[config.mk]
export PLATFORM = sky130hd
export DESIGN_NAME = pll_lock_ctrl
export DESIGN_NICKNAME = d
export VERILOG_FILES = /design/src/rtl/pll_ctrl_pkg.sv /design/src/rtl/pll_rst_sync.sv /design/src/rtl/pll_lock_timer.sv /design/src/rtl/pll_ctl_reg.sv /design/src/rtl/pll_bus_port.sv /design/src/rtl/pll_lock_ctrl.sv
export SDC_FILE = /design/constraint.sdc
export NUM_CORES = 1
export LEC_CHECK = 0
export CAP_MARGIN = 20
export CORE_MARGIN = 2
export CORE_UTILIZATION = 45
export CTS_CLUSTER_SIZE = 14
export DETAILED_ROUTE_END_ITERATION = 10
export DONT_BUFFER_PORTS = 1
export PLACE_DENSITY_LB_ADDON = 0.3
export SLEW_MARGIN = 20
export SYNTH_ARGS = -nofsm -noshare
export SYNTH_HDL_FRONTEND = slang
export SYNTH_SLANG_ARGS = --single-unit
[constraint.sdc]
create_clock -name clk -period 1.6 [get_ports clk]
set_input_delay 0.32 -clock clk [delete_from_list [all_inputs] [get_ports clk]]
set_output_delay 0.32 -clock clk [all_outputs]
set_load 0.01 [all_outputs]
[src/rtl/pll_ctrl_pkg.sv]
package pll_ctrl_pkg;
  localparam int DATA_W   = 8;
  // bit positions software depends on
  localparam int BIT_EN   = 7;
  localparam int BIT_SEL  = 6;
  localparam int BIT_LOCK = 5;

  typedef struct packed {
    logic en;
    logic sel;
  } ctl_t;
endpackage

[src/rtl/pll_rst_sync.sv]
module pll_rst_sync #(
  parameter int STAGES = 2
) (
  input  logic clk,
  input  logic rst_n,
  output logic rst_n_s
);
  logic [STAGES-1:0] sh_q;

  generate
    for (genvar i = 0; i < STAGES; i++) begin : g_st
      if (i == 0) begin : g_first
        always_ff @(posedge clk or negedge rst_n) begin
          if (!rst_n) sh_q[i] <= 1'b0;
          else        sh_q[i] <= 1'b1;
        end
      end else begin : g_next
        always_ff @(posedge clk or negedge rst_n) begin
          if (!rst_n) sh_q[i] <= 1'b0;
          else        sh_q[i] <= sh_q[i-1];
        end
      end
    end
  endgenerate

  assign rst_n_s = sh_q[STAGES-1];
endmodule

[src/rtl/pll_lock_timer.sv]
module pll_lock_timer #(
  parameter int LOCK_CYCLES = 65536
) (
  input  logic clk,
  input  logic rst_n_s,
  input  logic run,
  input  logic tick,
  output logic locked
);
  localparam int CNT_W = (LOCK_CYCLES > 2) ? $clog2(LOCK_CYCLES) : 1;
  localparam logic [CNT_W-1:0] LAST = CNT_W'(LOCK_CYCLES - 1);

  logic [CNT_W-1:0] cnt_q, cnt_d;
  logic             done_q, done_d;
  logic             cnt_ce;

  // register updates only when stopped, or when a tick arrives before lock
  assign cnt_ce = !run || (tick && !done_q);

  always_comb begin
    cnt_d  = cnt_q;
    done_d = done_q;
    if (!run) begin
      cnt_d  = '0;
      done_d = 1'b0;
    end else if (tick && !done_q) begin
      if (cnt_q == LAST) done_d = 1'b1;
      else               cnt_d  = cnt_q + 1'b1;
    end
  end

  always_ff @(posedge clk or negedge rst_n_s) begin
    if (!rst_n_s) begin
      cnt_q  <= '0;
      done_q <= 1'b0;
    end else if (cnt_ce) begin
      cnt_q  <= cnt_d;
      done_q <= done_d;
    end
  end

  assign locked = done_q;

  // lock holds while running
  p_lock_sticky_r4: assert property (@(posedge clk) disable iff (!rst_n_s)
    (done_q && run) |=> done_q);
  // stopping clears the flag
  p_stop_clears_r7: assert property (@(posedge clk) disable iff (!rst_n_s)
    !run |=> !done_q);
  // lock never rises without a tick
  p_lock_needs_tick_r3: assert property (@(posedge clk) disable iff (!rst_n_s)
    (!done_q && !tick) |=> !done_q);
  // counter frozen once locked
  p_cnt_frozen_r4: assert property (@(posedge clk) disable iff (!rst_n_s)
    (done_q && run) |=> $stable(cnt_q));
endmodule

[src/rtl/pll_ctl_reg.sv]
module pll_ctl_reg
  import pll_ctrl_pkg::*;
(
  input  logic clk,
  input  logic rst_n_s,
  input  logic wr_hit,
  input  logic wr_en_bit,
  input  logic wr_sel_bit,
  input  logic locked,
  output ctl_t ctl
);
  ctl_t ctl_q, ctl_d;

  always_comb begin
    ctl_d = ctl_q;
    if (wr_hit) begin
      ctl_d.en  = wr_en_bit;
      // select honoured only with enable set and lock already reached
      ctl_d.sel = wr_en_bit & wr_sel_bit & locked;
    end
  end

  always_ff @(posedge clk or negedge rst_n_s) begin
    if (!rst_n_s)    ctl_q <= '0;
    else if (wr_hit) ctl_q <= ctl_d;
  end

  assign ctl = ctl_q;

  // never select an unlocked clock
  p_sel_locked_r5: assert property (@(posedge clk) disable iff (!rst_n_s)
    ctl_q.sel |-> locked);
  // select implies enable
  p_sel_en_r7: assert property (@(posedge clk) disable iff (!rst_n_s)
    ctl_q.sel |-> ctl_q.en);
  // no write, no change
  p_hold_r2: assert property (@(posedge clk) disable iff (!rst_n_s)
    (!wr_hit && ctl_q.en) |=> ctl_q.en);
  // select rises only through a write while locked
  p_sel_rise_r5: assert property (@(posedge clk) disable iff (!rst_n_s)
    (!ctl_q.sel && !(wr_hit && locked)) |=> !ctl_q.sel);
endmodule

[src/rtl/pll_bus_port.sv]
module pll_bus_port
  import pll_ctrl_pkg::*;
#(
  parameter int          ADDR_W   = 16,
  parameter logic [ADDR_W-1:0] REG_ADDR = ADDR_W'(16'h10E8)
) (
  input  logic [ADDR_W-1:0] addr,
  input  logic              wr,
  input  logic              rd,
  input  ctl_t              ctl,
  input  logic              locked,
  output logic              wr_hit,
  output logic [DATA_W-1:0] rdata
);
  logic sel_me;

  assign sel_me = (addr == REG_ADDR);
  assign wr_hit = wr && sel_me;

  always_comb begin
    rdata = '0;
    if (rd && sel_me) begin
      rdata[BIT_EN]   = ctl.en;
      rdata[BIT_SEL]  = ctl.sel;
      rdata[BIT_LOCK] = locked;
    end
  end
endmodule

[src/rtl/pll_lock_ctrl.sv]
module pll_lock_ctrl
  import pll_ctrl_pkg::*;
#(
  parameter int ADDR_W      = 16,
  parameter int REG_ADDR    = 16'h10E8,
  parameter int LOCK_CYCLES = 65536,
  parameter int SYNC_STAGES = 2
) (
  input  logic              clk,
  input  logic              rst_n,
  input  logic [ADDR_W-1:0] bus_addr,
  input  logic              bus_wr,
  input  logic              bus_rd,
  input  logic [7:0]        bus_wdata,
  output logic [7:0]        bus_rdata,
  input  logic              osc_tick,
  output logic              pll_en,
  output logic              clk_sel
);
  logic rst_n_s;
  logic wr_hit;
  logic locked;
  ctl_t ctl;
  logic unused_wbits;

  assign unused_wbits = ^bus_wdata[BIT_LOCK:0];

  pll_rst_sync #(.STAGES(SYNC_STAGES)) u_rst (
    .clk(clk), .rst_n(rst_n), .rst_n_s(rst_n_s)
  );

  pll_bus_port #(.ADDR_W(ADDR_W), .REG_ADDR(ADDR_W'(REG_ADDR))) u_bus (
    .addr(bus_addr), .wr(bus_wr), .rd(bus_rd), .ctl(ctl),
    .locked(locked), .wr_hit(wr_hit), .rdata(bus_rdata)
  );

  pll_ctl_reg u_reg (
    .clk(clk), .rst_n_s(rst_n_s), .wr_hit(wr_hit),
    .wr_en_bit(bus_wdata[BIT_EN]), .wr_sel_bit(bus_wdata[BIT_SEL]),
    .locked(locked), .ctl(ctl)
  );

  pll_lock_timer #(.LOCK_CYCLES(LOCK_CYCLES)) u_tmr (
    .clk(clk), .rst_n_s(rst_n_s), .run(ctl.en), .tick(osc_tick),
    .locked(locked)
  );

  assign pll_en  = ctl.en;
  assign clk_sel = ctl.sel;

  // low bits always read zero
  p_low_zero_r8: assert property (@(posedge clk) disable iff (!rst_n_s)
    bus_rdata[4:0] == 5'd0);
  // disabling write drops select next edge
  p_dis_r7: assert property (@(posedge clk) disable iff (!rst_n_s)
    (wr_hit && !bus_wdata[BIT_EN]) |=> (!clk_sel && !pll_en));
endmodule

# --- Word level (Yosys, flattened, before mapping) ---
# Cells that the tools add are included.
op_classes:
  shift: 0
  eq_ne: 5
  reduce_logical: 8
  n_bitwise: 2
  multipliers: 0
  add_sub_neg: 1
  order_cmp: 0
  mux: 7
  div: 0
ops:
  columns: ["operator", "n"]
  rows:
  - ["two-way mux 16 bit", 3]
  - ["adder 16 x 1 -> 16 bit (second input constant)", 1]
  - ["== test 16 x 13 -> 1 bit (second input constant)", 1]
  - ["== test 16 bit (second input constant)", 1]
  - ["AND reduction 3 bit", 2]
  - ["inequality test 2 x 1 -> 1 bit (second input constant)", 2]
  - ["logical AND 1 bit", 3]
  - ["two-way mux 1 bit", 3]
  - ["two-way mux 3 bit", 1]
  - ["AND 1 bit", 2]
  - ["logical NOT 1 bit", 2]
  - ["inequality test 2 bit (second input constant)", 1]
  - ["logical OR 1 bit", 1]
word_totals:
  regBits: 21
  mem_bits_rw: 0
  mem_count: 0
  word_cells: 29
  output_inout_bits: 10
  latch_bits: 0
  in_bits: 29
  romBits: 0

# --- Depth between registers and ports, before layout ---
logic_depth:
  word_depth: 4
  mapped_depth: 5
  ltp_nobuf: 5

# --- By module ---
# From an unflattened synthesis, not the netlist that was laid out.
hier_totals:
  hier_cells: 130
  area_unflattened_um2: 1219.9
by_module_without_submodules:
  columns: ["mod", "cells_each", "seq_area_each_um2", "n_inst", "area_per_inst_um2"]
  rows:
  - ["pll_lock_timer", 106, 425.4, 1, 969.7]
  - ["pll_bus_port", 15, 0.0, 1, 116.4]
  - ["pll_ctl_reg", 6, 50.0, 1, 80.1]
  - ["pll_rst_sync", 3, 50.0, 1, 53.8]

# --- Worst setup path before layout ---
# No wires, ideal clock.
synth_timing:
  path_type: "flip-flop to flip-flop"
  startpoint: "register u_tmr.cnt_q[0]"
  endpoint: "register u_tmr.cnt_q[10]"
  required_ns: 1.466
  setup_time_ns: 0.134
  t_arrival_ns: 1.684
  period_less_slack_ns: 1.818
  setup_slack_ns: -0.218
  stages_incl_launch_ff: 6
  path_buffers: 0
  cell_sequence: "dfrtp_1 > ha_1 > nand4_1 > o41ai_4 > nor4_1 > mux2i_1"
synth_via:
  elab_chain_len: 4
  elab_cells_between_ends: 7
  cone_classes: "add/sub (1); eq/ne (2); mux (3); reduce/logical (1)"
synth_lines:
  columns: ["item", "line_no", "source"]
  rows:
  - ["start, declared", "pll_lock_timer.sv:13", "logic [CNT_W-1:0] cnt_q, cnt_d;"]
  - ["start signal, assigned", "pll_lock_timer.sv:37", "cnt_q <= cnt_d;"]
  - ["adder 16 x 1 -> 16 bit", "pll_lock_timer.sv:28", "else cnt_d = cnt_q + 1'b1;"]
  - ["two-way mux 16 bit", "pll_lock_timer.sv:27", "if (cnt_q == LAST) done_d = 1'b1;"]
  - ["two-way mux 16 bit", "pll_lock_timer.sv:26", "end else if (tick && !done_q) begin"]
  - ["two-way mux 16 bit", "pll_lock_timer.sv:23", "if (!run) begin"]
# Parallel ways exist; a longest one is shown, timed or not. The select of a mux whose other input is x is not followed.
# A chain may end at the register's enable or synchronous reset.

# --- Final worst setup path ---
layout_timing:
  startpoint: "register u_tmr.cnt_q[0]"
  endpoint: "register u_tmr.cnt_q[8]"
# Same word-level chain as after synthesis.

==> impl_metrics.toml <==
[synth]
ys.flop_type = "dfrtp_1"
synth-seq-area-share_pct = 43.6
synth_edf_count = 0
synth_top_area_share_pct = 43.6
synth.distinct_cells = 37
synth_cells = 125
yosys-top-cells-count = "dfrtp_1 (21), a21oi_1 (10), nand2_1 (8)"
yosys_warnings = 0
synth.largest_area_cell = "dfrtp_1"
synth.ff_latch_count = 21
synth_area_mm2 = 0.00120
ys_top_cells_by_area = "dfrtp_1 (44%), a21oi_1 (4.2%), buf_4 (3.1%), o31ai_1 (3.1%), or4_1 (3.1%)"
syn_avg_cell_area_um2 = 9.64
synth-async-reset-ratio_pct = 100
yosysMostFrequentCell = "dfrtp_1"

[floorplanning]
die-area_mm2 = 0.00311
core_area_mm2 = 0.00250
die_y_um = 55.7
die_w_um = 55.7
start_util_pct = 48.2
rows = 18
ios = 39

[clocking]
clk_pin_slew_ns = 0.12
cts_inserted_buffers = 3
htree_levels = 1
worstSkewPairLatency_ns = 0.32
cts_tree = "built"
cts.sinks = 21
root_buffer = "clkbuf_4"
cts_max_path_buffers = 2

[route]
drt-pass1-iter-count = 4
via_per_inst = 5.90
wire_per_inst_um = 15.1
antenna_left = 0
wl_um = 3010
drc_errors = 0
vias = 1174
first_iter_violations = 17

[grt]
grt_first_pass_wirelength_um = 4920
grt_max_degree = 20
gr-usage-all-layers_pct = 20.2
grt_pass1_vias = 1123
grt_remaining_overflow = 0
antenna_found_initial = 0

[critical_path]
timing.critical_path.cells = "ha_2, nand4_1, buf_6, o41ai_4, buf_4, or4_1, a21oi_1"
cp.required_ns = 1.85
timing.rr.end = "u_tmr.cnt_q[8]$_DFFE_PN0P_"
reg2reg_slack_ns = -0.11
critical_path_class = "reg -> reg"
crit_fanout = 5
cpPeakStageDelay_ns = 0.40
endpoint_kind = "flip-flop"
critPathSlowestCell = "dfrtp_1"
start_kind = "flip-flop"
cp.arrival_ns = 1.95
worst-path-buf-inv = 2
r2r_cells = 7
path_depth = 7
path_delay_family = "simple AND/OR/NAND/NOR gates"
r2r-start = "u_tmr.cnt_q[0]$_DFFE_PN0P_"

[finish]
final_cells = 199
synthToLayoutAreaGrowth_pct = 39.7
n_fill_cell = 183
antenna_cells = 0
multiInputGateArea_um2 = 716
postLayoutCoreUtil_pct = 67.3
nNetsFinal = 200
fin_area_mm2 = 0.00168
drive_gt1_share_pct = 42.0
seqCellArea_um2 = 526

[placement]
io_buffers = 0
place_area_mm2 = 0.00146
dp.cells = 183
place.gp.congestion = 0.849
hpwl_um = 2160
place_ws_ns = -0.104

[timing]
setup_violations = 9
hold_viol_final = 0
max_freq_ghz = 0.586
clock_skew_ns = 0.00521
final.period_utilization_pct = 107
drv_slew = 0
whs_ns = 0.152
fin_crit_ns = 1.71
rsz0062_at_grt = "yes"
finalSetupTns_ns = -0.482
setup_ws_ns = -0.107

[power]
power_density_mw_per_mm2 = 501
p_total_mw = 0.843
ir_drop_mv = 0.670
cellLeakagePower_nw = 0.715

[run]
cap_violations = 0

[hold_path]
min_path_cells = 1
hold_end = "u_reg.ctl[1]$_DFFE_PN0P_"
hold_class = "in -> reg"
hold_start = "bus_wdata[7]"

[status]
violations = "negative setup slack"
status = "complete, but fails checks"
==> power by group <==
part	internal, mW	switching [mW]	total (mW)
clock	0.0956	0.174	0.270
sequential	0.533	0.000650	0.534
combinational	0.0149	0.0249	0.0398
==> logic make-up (layout without fill, tap and decap cells) <==
| family | Yosys count | after routing | synth area share, % |
|---|---|---|---|
| multiplexers | 3 | 3 | 2.70 |
| flip-flops | 21 | 21 | 43.6 |
| AO/OA/AOI/OAI | 26 | 26 | 15.3 |
| other | 2 | 6 | 0.623 |
| adder cells (fa/ha/maj) | 1 | 1 | 1.04 |
| buffers and inverters | 14 | 54 | 6.13 |
| XOR/XNOR | 1 | 1 | 0.727 |
| AND/OR/NAND/NOR | 57 | 57 | 29.9 |
==> how the worst max path moves through the flow <==
stage	end	startpoint	slack [ns]
floorplan	u_tmr.cnt_q[10]$_DFFE_PN0P_	u_tmr.cnt_q[0]$_DFFE_PN0P_	-0.07
global placement	u_tmr.cnt_q[14]$_DFFE_PN0P_	u_tmr.cnt_q[4]$_DFFE_PN0P_	-0.08
detailed placement	u_tmr.cnt_q[5]$_DFFE_PN0P_	u_tmr.cnt_q[0]$_DFFE_PN0P_	-0.10
CTS	u_tmr.cnt_q[8]$_DFFE_PN0P_	u_tmr.cnt_q[1]$_DFFE_PN0P_	-0.07
global route	u_tmr.cnt_q[15]$_DFFE_PN0P_	u_tmr.cnt_q[0]$_DFFE_PN0P_	-0.21
finish	u_tmr.cnt_q[8]$_DFFE_PN0P_	u_tmr.cnt_q[0]$_DFFE_PN0P_	-0.11
==> placed cells by master (no fill, tap or decap), types with 2 or more instances in the layout <==
cell type,Yosys,final
nand4_1,5,5
or3_1,5,3
nand2_1,8,7
nand3_2,0,2
nor2_1,4,4
o31ai_1,5,5
inv_1,5,5
conb_1,2,6
nand3_1,4,2
nor4b_2,0,3
mux2_2,2,2
o41ai_1,2,2
buf_6,0,4
nor4_4,1,2
or3_4,0,2
dfrtp_1,21,21
o21ai_1,0,2
a21oi_2,0,2
nor4_1,5,2
a21oi_1,10,8
and3_1,4,4
nor4_2,0,2
nor3_1,3,2
clkbuf_4,0,3
buf_4,5,40
and2_1,4,3
or4_1,5,4
==> sequential cells by signal, indices dropped and copies added (netlist names) <==
register	flops
u_tmr.locked	1
u_reg.ctl	2
u_tmr.cnt_q	16
u_rst.sh_q	1
u_rst.rst_n_s	1
==> area by class of cell <==
class                           count  area share [%]
Tap cell                           30            2.23
Clock inverter                      1           0.446
Sequential cell                    21            31.2
Multi-Input combinational cell     94            42.5
Clock buffer                        3            1.34
Timing Repair Buffer               45            21.1
Inverter                            5            1.12
==> layer usage <==
metal | track usage (%) | part of all wire (%) | vias up
met5 | 0 | 0 | -
met1 | 23.9 | 43 | 592
met4 | 7.32 | 1.4 | 0
li1 | - | - | 561
met2 | 35.7 | 53 | 15
met3 | 4.42 | 2.6 | 6
==> repair_timing <==
action	CTS	global route
buffers inserted	9	3
resized for setup	11	16
pin swaps	12	9
setup endpoints to repair	12	20
cloned	0	1
hold buffers	1	0
endpoints found under the hold margin	2	0
Note: power is estimated with default switching activity, not from simulation.
